$ cat src/rtl/cpu_line_clkgen_pkg.sv
package cpu_line_clkgen_pkg;

  // Strobes the sequencer hands to the phase register stage; each one
  // describes the tick that is about to begin.
  typedef struct packed {
    logic phaseHigh;  // next tick lies in the high half of phi0
    logic edgeGuard;  // next tick is first or last of its half
    logic lineBegin;  // next tick is tick 0 of cycle 0
    logic longCycle;  // next tick belongs to the stretched cycle
  } clk_strobe_t;

endpackage

$ cat src/rtl/cpu_line_clkgen_seq.sv
module cpu_line_clkgen_seq
  import cpu_line_clkgen_pkg::*;
#(
  parameter int HALF_TICKS    = 7,
  parameter int STRETCH_TICKS = 2,
  parameter int LINE_CYCLES   = 65
) (
  input  logic                                   clk,
  input  logic                                   rst,
  output logic [$clog2(LINE_CYCLES)-1:0]         cycleCnt,
  output clk_strobe_t                            strobe
);

  localparam int NORM_LEN = 2 * HALF_TICKS;
  localparam int LONG_LEN = NORM_LEN + STRETCH_TICKS;
  localparam int TW       = $clog2(LONG_LEN + 1);
  localparam int CW       = $clog2(LINE_CYCLES);

  localparam logic [TW-1:0] NORM_LAST = TW'(NORM_LEN - 1);
  localparam logic [TW-1:0] LONG_LAST = TW'(LONG_LEN - 1);
  localparam logic [TW-1:0] NORM_LOW  = TW'(HALF_TICKS);
  localparam logic [TW-1:0] LONG_LOW  = TW'(HALF_TICKS + STRETCH_TICKS);
  localparam logic [CW-1:0] LAST_CYC  = CW'(LINE_CYCLES - 1);

  logic [TW-1:0] tickCnt;
  logic [TW-1:0] tickNext;
  logic [CW-1:0] cycNext;
  logic [TW-1:0] curLast;
  logic [TW-1:0] nextLast;
  logic [TW-1:0] nextLow;
  logic          endOfCycle;
  logic          nextLong;

  always_comb begin
    curLast    = (cycleCnt == LAST_CYC) ? LONG_LAST : NORM_LAST;
    endOfCycle = (tickCnt == curLast);
    if (endOfCycle) begin
      tickNext = '0;
      cycNext  = (cycleCnt == LAST_CYC) ? '0 : cycleCnt + 1'b1;
    end else begin
      tickNext = tickCnt + 1'b1;
      cycNext  = cycleCnt;
    end
    nextLong = (cycNext == LAST_CYC);
    nextLow  = nextLong ? LONG_LOW : NORM_LOW;
    nextLast = nextLong ? LONG_LAST : NORM_LAST;

    strobe.phaseHigh = (tickNext >= nextLow);
    strobe.edgeGuard = (tickNext == '0) || (tickNext == nextLow - 1'b1) ||
                       (tickNext == nextLow) || (tickNext == nextLast);
    strobe.lineBegin = (tickNext == '0) && (cycNext == '0);
    strobe.longCycle = nextLong;
  end

  always_ff @(posedge clk) begin
    if (rst) begin
      tickCnt  <= '0;
      cycleCnt <= '0;
    end else begin
      tickCnt  <= tickNext;
      cycleCnt <= cycNext;
    end
  end

  // cycle index never leaves its range
  a_r4_cycle_range: assert property (@(posedge clk) disable iff (rst)
    cycleCnt <= LAST_CYC);

  // the last cycle of a line is followed by cycle 0
  a_r4_wrap: assert property (@(posedge clk) disable iff (rst)
    (cycleCnt == LAST_CYC && tickCnt == LONG_LAST) |=> cycleCnt == '0);

  // only the stretched cycle may reach its extra ticks
  a_r3_tick_bound: assert property (@(posedge clk) disable iff (rst)
    (cycleCnt != LAST_CYC) |-> tickCnt <= NORM_LAST);

  // inside a cycle the tick counter advances by one
  a_r2_tick_step: assert property (@(posedge clk) disable iff (rst)
    (tickCnt != NORM_LAST && tickCnt != LONG_LAST) |=>
      tickCnt == $past(tickCnt) + 1'b1);

endmodule

$ cat src/rtl/cpu_line_clkgen_phase.sv
module cpu_line_clkgen_phase
  import cpu_line_clkgen_pkg::*;
(
  input  logic        clk,
  input  logic        rst,
  input  clk_strobe_t strobe,
  output logic        phi0,
  output logic        phi1,
  output logic        phi2,
  output logic        lineStart
);

  always_ff @(posedge clk) begin
    if (rst) begin
      phi0      <= 1'b0;
      phi1      <= 1'b0;
      phi2      <= 1'b0;
      lineStart <= 1'b1;
    end else begin
      phi0      <= strobe.phaseHigh;
      phi1      <= !strobe.phaseHigh && !strobe.edgeGuard;
      phi2      <= strobe.phaseHigh && !strobe.edgeGuard;
      lineStart <= strobe.lineBegin;
    end
  end

  // the two derived clocks never overlap
  a_r8_no_overlap: assert property (@(posedge clk) disable iff (rst)
    !(phi1 && phi2));

  // phi1 stays inside the low half
  a_r6_phi1_low: assert property (@(posedge clk) disable iff (rst)
    phi1 |-> !phi0);

  // phi2 stays inside the high half
  a_r7_phi2_high: assert property (@(posedge clk) disable iff (rst)
    phi2 |-> phi0);

  // phi1 is low on the tick phi0 falls
  a_r6_fall_guard: assert property (@(posedge clk) disable iff (rst)
    $fell(phi0) |-> !phi1);

  // phi2 is low on the tick phi0 rises
  a_r7_rise_guard: assert property (@(posedge clk) disable iff (rst)
    $rose(phi0) |-> !phi2);

  // the line strobe lasts a single tick
  a_r5_one_tick: assert property (@(posedge clk) disable iff (rst)
    lineStart |=> !lineStart);

endmodule

$ cat src/rtl/cpu_line_clkgen.sv
module cpu_line_clkgen
  import cpu_line_clkgen_pkg::*;
#(
  parameter int HALF_TICKS    = 7,
  parameter int STRETCH_TICKS = 2,
  parameter int LINE_CYCLES   = 65
) (
  input  logic                            clk,
  input  logic                            rst,
  output logic                            phi0,
  output logic                            phi1,
  output logic                            phi2,
  output logic [$clog2(LINE_CYCLES)-1:0]  cycleIdx,
  output logic                            lineStart
);

  clk_strobe_t strobe;

  cpu_line_clkgen_seq #(
    .HALF_TICKS   (HALF_TICKS),
    .STRETCH_TICKS(STRETCH_TICKS),
    .LINE_CYCLES  (LINE_CYCLES)
  ) i_seq (
    .clk     (clk),
    .rst     (rst),
    .cycleCnt(cycleIdx),
    .strobe  (strobe)
  );

  cpu_line_clkgen_phase i_phase (
    .clk      (clk),
    .rst      (rst),
    .strobe   (strobe),
    .phi0     (phi0),
    .phi1     (phi1),
    .phi2     (phi2),
    .lineStart(lineStart)
  );

endmodule

$ cat config.mk
export PLATFORM = sky130hd
export DESIGN_NAME = cpu_line_clkgen
export DESIGN_NICKNAME = d
export VERILOG_FILES = /design/src/rtl/cpu_line_clkgen_pkg.sv /design/src/rtl/cpu_line_clkgen_seq.sv /design/src/rtl/cpu_line_clkgen_phase.sv /design/src/rtl/cpu_line_clkgen.sv
export SDC_FILE = /design/constraint.sdc
export NUM_CORES = 1
export LEC_CHECK = 0
export BUFFER_PORTS_ARGS = -buffer_cell sky130_fd_sc_hd__buf_2
export CAP_MARGIN = 20
export CORE_MARGIN = 2
export CORE_UTILIZATION = 35
export DETAILED_ROUTE_END_ITERATION = 6
export SYNTH_ARGS = -nofsm -noshare
export SYNTH_HDL_FRONTEND = slang
export SYNTH_SLANG_ARGS = --single-unit
$ cat constraint.sdc
create_clock -name clk -period 2.9 [get_ports clk]
set_input_delay 0.87 -clock clk [delete_from_list [all_inputs] [get_ports clk]]
set_output_delay 0.87 -clock clk [all_outputs]
set_load 0.01 [all_outputs]
**After elaboration in Yosys (flattened, before gate mapping)**

Cells that the tools add are included.

- Register bits after elaboration: 16
- Bits in latches: 0
- Bits in writable memories: 0
- Bits in read-only memories: 0
- Output and inout bits: 11
- Logic and storage cells: 32
- Memories kept: 0

- Add/subtract/negate cells: 3
- $mul: 0
- Div/mod/pow operators: 0
- Magnitude comparators: 1
- Eq/ne operators: 6
- Shifts and indexed selects: 0
- Multiplexer cells: 6
- Bitwise logic cells: 0
- Reductions and logical operators: 10

Operators by type and width:

| operator | count |
|---|---|
| == test 5 bit | 4 |
| == test 7 bit (second input constant) | 2 |
| 2-to-1 mux 7 bit | 2 |
| adder 7 x 1 -> 7 bit (second input constant) | 1 |
| logical NOT 7 bit | 1 |
| adder 5 x 1 -> 5 bit (second input constant) | 1 |
| >= comparator 5 bit | 1 |
| logical NOT 5 bit | 1 |
| 2-to-1 mux 5 bit | 1 |
| subtractor 5 x 1 -> 5 bit (second input constant) | 1 |
| 2-to-1 mux 2 bit | 2 |
| 2-to-1 mux 4 bit | 1 |
| logical AND 1 bit | 3 |
| logical OR 1 bit | 3 |
| logical NOT 1 bit | 2 |

**Depth between registers and ports, before layout**

Gate-level depths: netlist (run 1).

- Depth in word-level cells: 13
- Gate-level depth with buffers: 13
- Gate-level depth less buffers: 13

**Cells and area by module**

Synthesis (run 1) repeated with hierarchy kept, for this count alone.

- Cell total of the unflattened synthesis: 115
- Area total of the unflattened synthesis: 1042.2 sq um

By module, submodules not included:

| module | instances | cells an instance | area each (sq um) | seq. area each (sq um) |
|---|---|---|---|---|
| cpu_line_clkgen_seq | 1 | 107 | 937.1 | 240.2 |
| cpu_line_clkgen_phase | 1 | 8 | 105.1 | 80.1 |

**Worst setup path before layout (run 1)**

No wires, ideal clock.

- Path kind: reg2reg
- From: register i_seq.tickCnt[0]
- To: register i_phase.phi1
- Library setup time: 0.116 ns
- Arrival: 2.899 ns
- Data required time: 2.784 ns
- Path slack: -0.115 ns
- Stages on the path, launching flop included: 12
- Path buffers: 1
- Cell sequence: dfxtp_1 -> clkbuf_1 -> nand4b_1 -> nor4_1 -> mux2i_1 -> nand3_1 -> nor3_1 -> ha_1 -> or4_1 -> nor2_1 -> or4_4 -> and3b_1

- Word-level cells in the longest chain between the ends: 11
- Elaborated cells on any way between the ends: 19
- Classes of those cells: 2 x add/sub; 1 x order compare; 5 x eq/ne; 4 x mux; 7 x reduce/logical

RTL lines:

| element | line | text |
|---|---|---|
| from (decl) | cpu_line_clkgen_seq.sv:25 | `logic [TW-1:0] tickCnt;` |
| from (signal assigned) | cpu_line_clkgen_seq.sv:60 | `tickCnt <= tickNext;` |
| == test 5 bit | cpu_line_clkgen_seq.sv:36 | `endOfCycle = (tickCnt == curLast);` |
| 2-to-1 mux 7 bit | cpu_line_clkgen_seq.sv:37 | `if (endOfCycle) begin` |
| == test 7 bit | cpu_line_clkgen_seq.sv:44 | `nextLong = (cycNext == LAST_CYC);` |
| 2-to-1 mux 4 bit | cpu_line_clkgen_seq.sv:45 | `nextLow = nextLong ? LONG_LOW : NORM_LOW;` |
| subtractor 5 x 1 -> 5 bit | cpu_line_clkgen_seq.sv:49 | `strobe.edgeGuard = (tickNext == '0) \|\| (tickNext == nextLow - 1'b1) \|\|` |
| == test 5 bit | cpu_line_clkgen_seq.sv:49 |  |
| logical OR 1 bit (2 in series) | cpu_line_clkgen_seq.sv:49 |  |
| logical OR 1 bit | cpu_line_clkgen_seq.sv:50 | `(tickNext == nextLow) \|\| (tickNext == nextLast);` |
| logical NOT 1 bit | cpu_line_clkgen_phase.sv:21 | `phi1 <= !strobe.phaseHigh && !strobe.edgeGuard;` |
| logical AND 1 bit (*) | cpu_line_clkgen_phase.sv:21 |  |
| to (signal assigned) | cpu_line_clkgen_phase.sv:21 |  |
| to (decl) | cpu_line_clkgen_phase.sv:8 | `output logic phi1,` |

Mark *: on every way between the ends. The rest lies on a longest branch, timed or not.
A chain may end at the register's enable or synchronous reset.

**Worst setup path after layout (run 1)**

- From: register i_seq.cycleCnt[2]
- To: register i_phase.phi1

- Word-level cells in the longest chain between the ends: 13
- Elaborated cells on any way between the ends: 22
- Classes of those cells: 2 x add/sub; 1 x order compare; 6 x eq/ne; 6 x mux; 7 x reduce/logical

RTL lines:

| element | line | text |
|---|---|---|
| from (decl) | cpu_line_clkgen_seq.sv:10 | `output logic [$clog2(LINE_CYCLES)-1:0] cycleCnt,` |
| from (signal assigned) | cpu_line_clkgen_seq.sv:61 | `cycleCnt <= cycNext;` |
| branches (longest 12 deep; another with adder 7 x 1 -> 7 bit) | - |  |
| logical AND 1 bit (*) | cpu_line_clkgen_phase.sv:21 |  |

Every way passes the cells marked *.

==> metrics.md, run 1 <==
| Metric | Value |
|---|---|
| Outcome | `completed` |
| Seq/Total Area, Yosys | `0.312` |
| Worst VDD drop | `0.000327 V` |
| Avg Cell Area, Syn | `8.34 um2` |
| Worst EP required | `3.10 ns` |
| Cell variety after synth | `45` |
| # rows | `19` |
| Die H | `58.1 um` |
| WL/cell | `15.0 um` |
| Max-Cap Viols | `0` |
| Critical Path Max Stage Delay | `0.49 ns` |
| Number of global-route vias before repair | `990` |
| Clock Latency Late Sink | `0.29 ns` |
| Routed WL | `2.83 mm` |
| Slowest-stage cell, CP | `or4_4` |
| Pint | `0.332 mW` |
| # hold bufs at CTS | `0` |
| Switching power total | `0.121 mW` |
| Clk root buf | `clkbuf_4` |
| TritonRoute pass-1 iters | `4` |
| Hold path start | `i_seq.tickCnt[0]` |
| First-pass GRT wire length | `4.50 mm` |
| Crit path launch type | `flop` |
| Setup violations, final | `0` |
| Largest net degree at the start of global routing | `16` |
| CP dominant cell by count | `or4_4` |
| Main synth FF type | `dfxtp_1` |
| Power per Cell Area | `311 mW/mm2` |
| Io pins | `13` |
| Critical path class | `flop to flop` |
| Crit path DAT | `3.03 ns` |
| GRT Overall Usage | `0.172` |
| Post-DRT Antenna Nets | `0` |
| Layout overhead on the synthesized area | `42.0%` |
| Initial core utilization | `0.369` |
| Non-Filler Instances | `189` |
| Cell count after synthesis | `123` |
| RePlAce Congestion | `0.838` |
| Initial DRC Count | `40` |
| CP cell instances | `buf_4, buf_6, inv_2, nor4_4, mux2i_2, nand3_4, nor3_4, ha_1, or4_4, nor2_2, or4_4, and3b_1` |
| Syn nets | `131` |
| CP Capture Type | `flop` |
| Nets | `167` |
| Combinational power share | `0.141` |
| Worst-margin pin slew | `0.462 ns` |
| Worst hold path stage count | `1` |
| Tcrit/Tclk final | `0.974` |
| WP buf/inv | `3` |
| Reg2Reg Depth | `12` |
| H-tree level count | `1` |
| Cts bufs inserted | `3` |
| Chip width | `58.1 um` |
| Fmax | `354 MHz` |
| Switching Share | `0.267` |
| Unrepaired setup endpoints after global routing | `yes` |
| Residual DRC | `0` |
| Initial antenna violation count | `0` |
| IO Port Bufs | `12` |
| Worst-path clk slew | `0.10 ns` |
| Reg power frac | `0.516` |
| Post-synth ARST share | `0` |
| Grt total ovfl | `0` |
| Final HPWL DP | `2.02 mm` |
| Worst min path class | `flop to flop` |
| Ratio of cells with drive above 1 in the final layout | `0.475` |
| CTS tree | `yes` |
| Fin Clk Skew | `0.00140 ns` |
| Die area | `0.00338 mm2` |
| Ys Warns | `0` |
| Fin. Hold Viols | `0` |
| Yosys reg bits | `16` |
| Max FO, Critical Path | `5` |
| Kind of cell adding the most delay to the critical path | `simple AND/OR/NAND/NOR gates` |
| CP Launch Point | `i_seq.cycleCnt[2]` |
| Final min period | `2.83 ns` |
| Antenna fix cells | `0` |
| Vias/cell | `5.57` |
| Placeable Area | `0.00278 mm2` |
| Slew Viols, Final | `0` |
| Leak Pwr | `0.609 nW` |
| Total power draw | `0.453 mW` |
| CTS Sinks | `16` |
| Clock Power Share | `0.343` |
| Synthesized cell area | `0.00103 mm2` |
| Vias | `1053` |
| CTS Buffer Depth | `2` |
| Max_slew headroom | `0.688` |
| Placed Cells | `183` |
| EDFF count, synth | `0` |
| WP depth | `12` |
| RR Startpoint | `i_seq.cycleCnt[2]` |
## worst register-to-register path, delay by kind of cell (launching register included)
kind,cells,cell delay [ns]
muxes,1,0.32
adders and majority gates,1,0.26
and+or+nand+nor,7,1.53
buffers and inverters,3,0.28
DFF,1,0.34
## sequential cells by signal, summed over array words and instances (netlist names)
register	count
i_phase.phi0	1
i_phase.lineStart	1
i_phase.phi2	1
i_phase.phi1	1
i_seq.tickCnt	5
i_seq.cycleCnt	7
## power by group through the flow
| stage | clock network [mW] | logic, mW | registers (mW) |
|---|---|---|---|
| final | 0.156 | 0.0637 | 0.234 |
| after global routing | 0.167 | 0.0711 | 0.234 |
| after CTS | 0.159 | 0.0602 | 0.233 |
| after detailed placement | 0 | 0.0588 | 0.238 |
| after global placement | 0 | 0.0570 | 0.237 |
| after floorplan | 0 | 0.0393 | 0.238 |
## final cells by class
type | count | area, um2
inverter | 5 | 18.8
timing repair buffer | 37 | 259
fill | 249 | 1330
multi-input combinational | 96 | 777
clock buffer | 4 | 36.3
sequential | 16 | 327
tap | 31 | 38.8
## placed cells by master, fill, tap and decap left out, drive strengths merged, types with 5 or more instances in the layout
| cell | instances |
|---|---|
| ha | 6 |
| inv | 5 |
| nor3 | 6 |
| nand3 | 8 |
| nand2 | 8 |
| nor2 | 19 |
| buf | 37 |
| dfxtp | 16 |
| xnor2 | 6 |
## metal layers
metal / GRT usage / part of all wire / vias to the layer above
met5: 0 / 0 / -
met4: 0.0465 / 0.0081 / 0
met3: 0.0379 / 0.038 / 4
met2: 0.295 / 0.51 / 26
met1: 0.217 / 0.45 / 504
li1: - / - / 519
## per-stage QoR
stage               setup TNS, ns  utilization  worst slack (ns)  hold WS (ns)  area [um2]
global placement          -0.0462        0.462           -0.0462         0.434        1290
CTS                             0        0.484           0.00453         0.473        1350
floorplan                       0            -           0.00554         0.580        1040
global route              -0.0773        0.524           -0.0773         0.448        1460
finish                          0        0.524            0.0750         0.437        1460
detailed placement        -0.0832        0.462           -0.0832         0.448        1290
## cells in the mapped netlist, types with 2 or more instances
cell type  number  area [um2]
mux2i_1         2        20.0
dfxtp_1        16         320
nor2_1         19        71.3
ha_1            6        75.1
inv_1           5        18.8
a211oi_1        2        15.0
a21oi_1         3        15.0
nor3_1          6        30.0
nand2_1         8        30.0
clkbuf_1        5        18.8
o21ai_0         3        15.0
nor4_1          3        18.8
nand3_1         7        35.0
a41oi_1         2        17.5
xnor2_1         6        52.6
## repair_timing
item	4_1_cts	5_1_grt
pin swaps	2	13
endpoints found under the hold margin	0	0
gates resized for setup	4	25
endpoints found under the setup margin	2	3
setup buffers	1	1
## cell families after synthesis
logic type               synth area share
AO/OA/AOI/OAI                       0.140
XOR/XNOR                           0.0598
adder cells (fa/ha/maj)            0.0732
buffers and inverters              0.0476
flip-flops                          0.312
multiplexers                       0.0305
AND/OR/NAND/NOR                     0.337
## final timing paths
path / endpoint / slack, ns
max reg2reg: i_phase.phi1 / 0.07
max: i_phase.phi1 / 0.07
min reg2reg: i_seq.tickCnt[0] / 0.44
min: i_seq.tickCnt[0] / 0.44
No activity file was read; power rests on OpenSTA's default activity.
==> inputs of run 2 (changes only) <==
--- a/config.mk
+++ b/config.mk
@@ -6,10 +6,11 @@
 export NUM_CORES = 1
 export LEC_CHECK = 0
 export BUFFER_PORTS_ARGS = -buffer_cell sky130_fd_sc_hd__buf_2
-export CAP_MARGIN = 20
+export CAP_MARGIN = 5
 export CORE_MARGIN = 2
 export CORE_UTILIZATION = 35
 export DETAILED_ROUTE_END_ITERATION = 6
+export PLACE_DENSITY = 0.51
 export SYNTH_ARGS = -nofsm -noshare
 export SYNTH_HDL_FRONTEND = slang
 export SYNTH_SLANG_ARGS = --single-unit
==> constraint.sdc (replaced) <==
create_clock -name clk -period 3.63 [get_ports clk]
set_input_delay 1.089 -clock clk [delete_from_list [all_inputs] [get_ports clk]]
set_output_delay 1.089 -clock clk [all_outputs]
set_load 0.01 [all_outputs]
==> metrics.md, run 2 (synthesized netlist as in run 1, its figures left out) <==
| Metric | Value |
|---|---|
| Routed WL | `2.20 mm (was 2.83 mm)` |
| Placed inst area | `0.00110 mm2 (was 0.00129 mm2)` |
| Outcome | `completed (unchanged)` |
| RePlAce Congestion | `0.802 (was 0.838)` |
| Post-layout instance area | `0.00114 mm2 (was 0.00146 mm2)` |
| Unrepaired setup endpoints after global routing | `no (was yes)` |
| Worst-margin pin slew | `0.561 ns (was 0.462 ns)` |
| Nets | `143 (was 167)` |
| First-pass GRT wire length | `3.86 mm (was 4.50 mm)` |
| Vias | `919 (was 1053)` |
| H-tree level count | `1 (unchanged)` |
| Layout overhead on the synthesized area | `11.0% (was 42.0%)` |
| Fin Clk Skew | `0.00270 ns (was 0.00140 ns)` |
| Critical path class | `flop to flop (unchanged)` |
| CP Capture Type | `flop (unchanged)` |
| Most frequent cells in the layout | `19 x nor2_1, 16 x dfxtp_1, 12 x buf_2 (was 22 x buf_4, 18 x nor2_1, 12 x buf_2)` |
| Vias/cell | `5.57 (about the same)` |
| TritonRoute pass-1 iters | `5 (was 4)` |
| GRT Overall Usage | `0.146 (was 0.172)` |
| Clk root buf | `clkbuf_4 (unchanged)` |
| Placeable Area | `0.00278 mm2 (unchanged)` |
| Total power draw | `0.346 mW (was 0.453 mW)` |
| Leak Pwr | `0.462 nW (was 0.609 nW)` |
| Slew Viols, Final | `0 (unchanged)` |
| Worst min path class | `flop to flop (unchanged)` |
| Finished Core Util | `0.409 (was 0.524)` |
| Post-CTS Setup Repair Bufs | `0 (was 1)` |
| Chip width | `58.1 um (unchanged)` |
| Reg2Reg Setup Slack | `0.34 ns (was 0.07 ns)` |
| Largest net degree at the start of global routing | `16 (unchanged)` |
| Fmax | `304 MHz (was 354 MHz)` |
| # rows | `19 (unchanged)` |
| Reg2Reg Depth | `10 (was 12)` |
| Initial core utilization | `0.369 (unchanged)` |
| Antenna fix cells | `0 (unchanged)` |
| Hold endpoint | `i_seq.tickCnt[0] (unchanged)` |
| CTS Buffer Depth | `2 (unchanged)` |
| IO Port Bufs | `12 (unchanged)` |
| CTS Sinks | `16 (unchanged)` |
| Max FO, Critical Path | `11 (was 5)` |
| Setup_tns | `0 ns (unchanged)` |
| Max_slew headroom | `0.623 (was 0.688)` |
| Resize count post-CTS | `0 (was 4)` |
| Most flops, register | `i_seq.cycleCnt (unchanged)` |
| Die area | `0.00338 mm2 (unchanged)` |
| Setup violations, final | `0 (unchanged)` |
| Crit path DAT | `3.48 ns (was 3.03 ns)` |
| Tcrit/Tclk final | `0.907 (was 0.974)` |
| # hold bufs at CTS | `0 (unchanged)` |
| Worst VDD drop | `0.000257 V (was 0.000327 V)` |
| Reg-to-reg endpoint | `i_phase.phi1 (unchanged)` |
| Max reg flops | `7 (unchanged)` |
| WL/cell | `13.4 um (was 15.0 um)` |
| Initial DRC Count | `28 (was 40)` |
| Worst hold path stage count | `1 (unchanged)` |
| Hold path start | `i_seq.tickCnt[0] (unchanged)` |
| Cts bufs inserted | `3 (unchanged)` |
| Worst EP required | `3.82 ns (was 3.10 ns)` |
| Worst-path clk slew | `0.09 ns (was 0.10 ns)` |
| Max-Cap Viols | `0 (unchanged)` |
| Power per Cell Area | `304 mW/mm2 (was 311 mW/mm2)` |
| Regs by FF count | `i_seq.cycleCnt: 7 flops, i_seq.tickCnt: 5 flops (unchanged)` |
| Grt total ovfl | `0 (unchanged)` |
| Residual DRC | `0 (unchanged)` |
| Clock Latency Late Sink | `0.29 ns (about the same)` |
| Post-DRT Antenna Nets | `0 (unchanged)` |
| Most common cell after layout, fill and taps aside | `nor2_1 (was buf_4)` |
| Ratio of cells with drive above 1 in the final layout | `0.201 (was 0.475)` |
| Die H | `58.1 um (unchanged)` |
| Final HPWL DP | `1.63 mm (was 2.02 mm)` |
| Fin. Hold Viols | `0 (unchanged)` |
| Crit path launch type | `flop (unchanged)` |
| Io pins | `13 (unchanged)` |
| Initial antenna violation count | `0 (unchanged)` |
| Final min period | `3.29 ns (was 2.83 ns)` |
| Number of global-route vias before repair | `830 (was 990)` |
| RR Startpoint | `i_seq.tickCnt[0] (was i_seq.cycleCnt[2])` |
| CTS tree | `yes (unchanged)` |
-- run 2: cell types whose count changed in the layout (fill, tap and decap cells not counted), sizes merged --
cell	before	now
buf	37	13
-- run 2: how the worst max path moves through the flow --
stage / from / end / slack (ns) / depth (start not counted)
finish: i_seq.tickCnt[0] / i_phase.phi1 / 0.34 / 10
global route: i_seq.tickCnt[0] / i_phase.phi1 / 0.004 / 10
CTS: i_seq.tickCnt[0] / i_phase.phi1 / 0.34 / 10
detailed placement: i_seq.tickCnt[0] / i_phase.phi1 / 0.35 / 10
global placement: i_seq.tickCnt[0] / i_phase.phi1 / 0.47 / 10
floorplan: i_seq.tickCnt[0] / i_phase.phi1 / 0.62 / 11
-- run 2: per-layer routing --
layer  vias to the layer above  track usage  part of all wire
li1                        471            -                 -
met1                       419        0.193              0.51
met2                        27        0.237              0.44
met3                         2       0.0402             0.043
met4                         0       0.0299            0.0082
met5                         -            0                 0
-- run 2: critical path, cell delays in order (launching register included) --
cell	delay, ns
dfxtp_1	0.53
nand4b_1	0.34
nor4_1	0.58
mux2i_1	0.24
nand3_1	0.13
nor3_1	0.24
ha_1	0.29
or4_1	0.46
nor2_1	0.10
or4_4	0.12
and3b_1	0.16
-- run 2: report_power, final --
group	total (mW)	internal (mW)	switching, mW
registers	0.190	0.182	0.00880
clock network	0.118	0.0611	0.0574
logic	0.0372	0.0169	0.0203
total	0.346	0.260	0.0865
-- run 2: metrics by stage --
step | hold slack, ns | setup WS [ns] | cells
after global placement | 0.538 | 0.471 | 161
after CTS | 0.572 | 0.338 | 165
after global routing | 0.632 | 0.00445 | 165
after floorplan | 0.581 | 0.615 | 123
final | 0.585 | 0.339 | 165
after detailed placement | 0.549 | 0.353 | 161
-- run 2: final cells by class --
| class | count | area [um2] |
|---|---|---|
| timing repair buffer | 13 | 67.6 |
| fill | 284 | 1640 |
| clock buffer | 4 | 36.3 |
| tap | 31 | 38.8 |
| sequential | 16 | 320 |
| inverter | 5 | 18.8 |
| multi-input combinational | 96 | 657 |
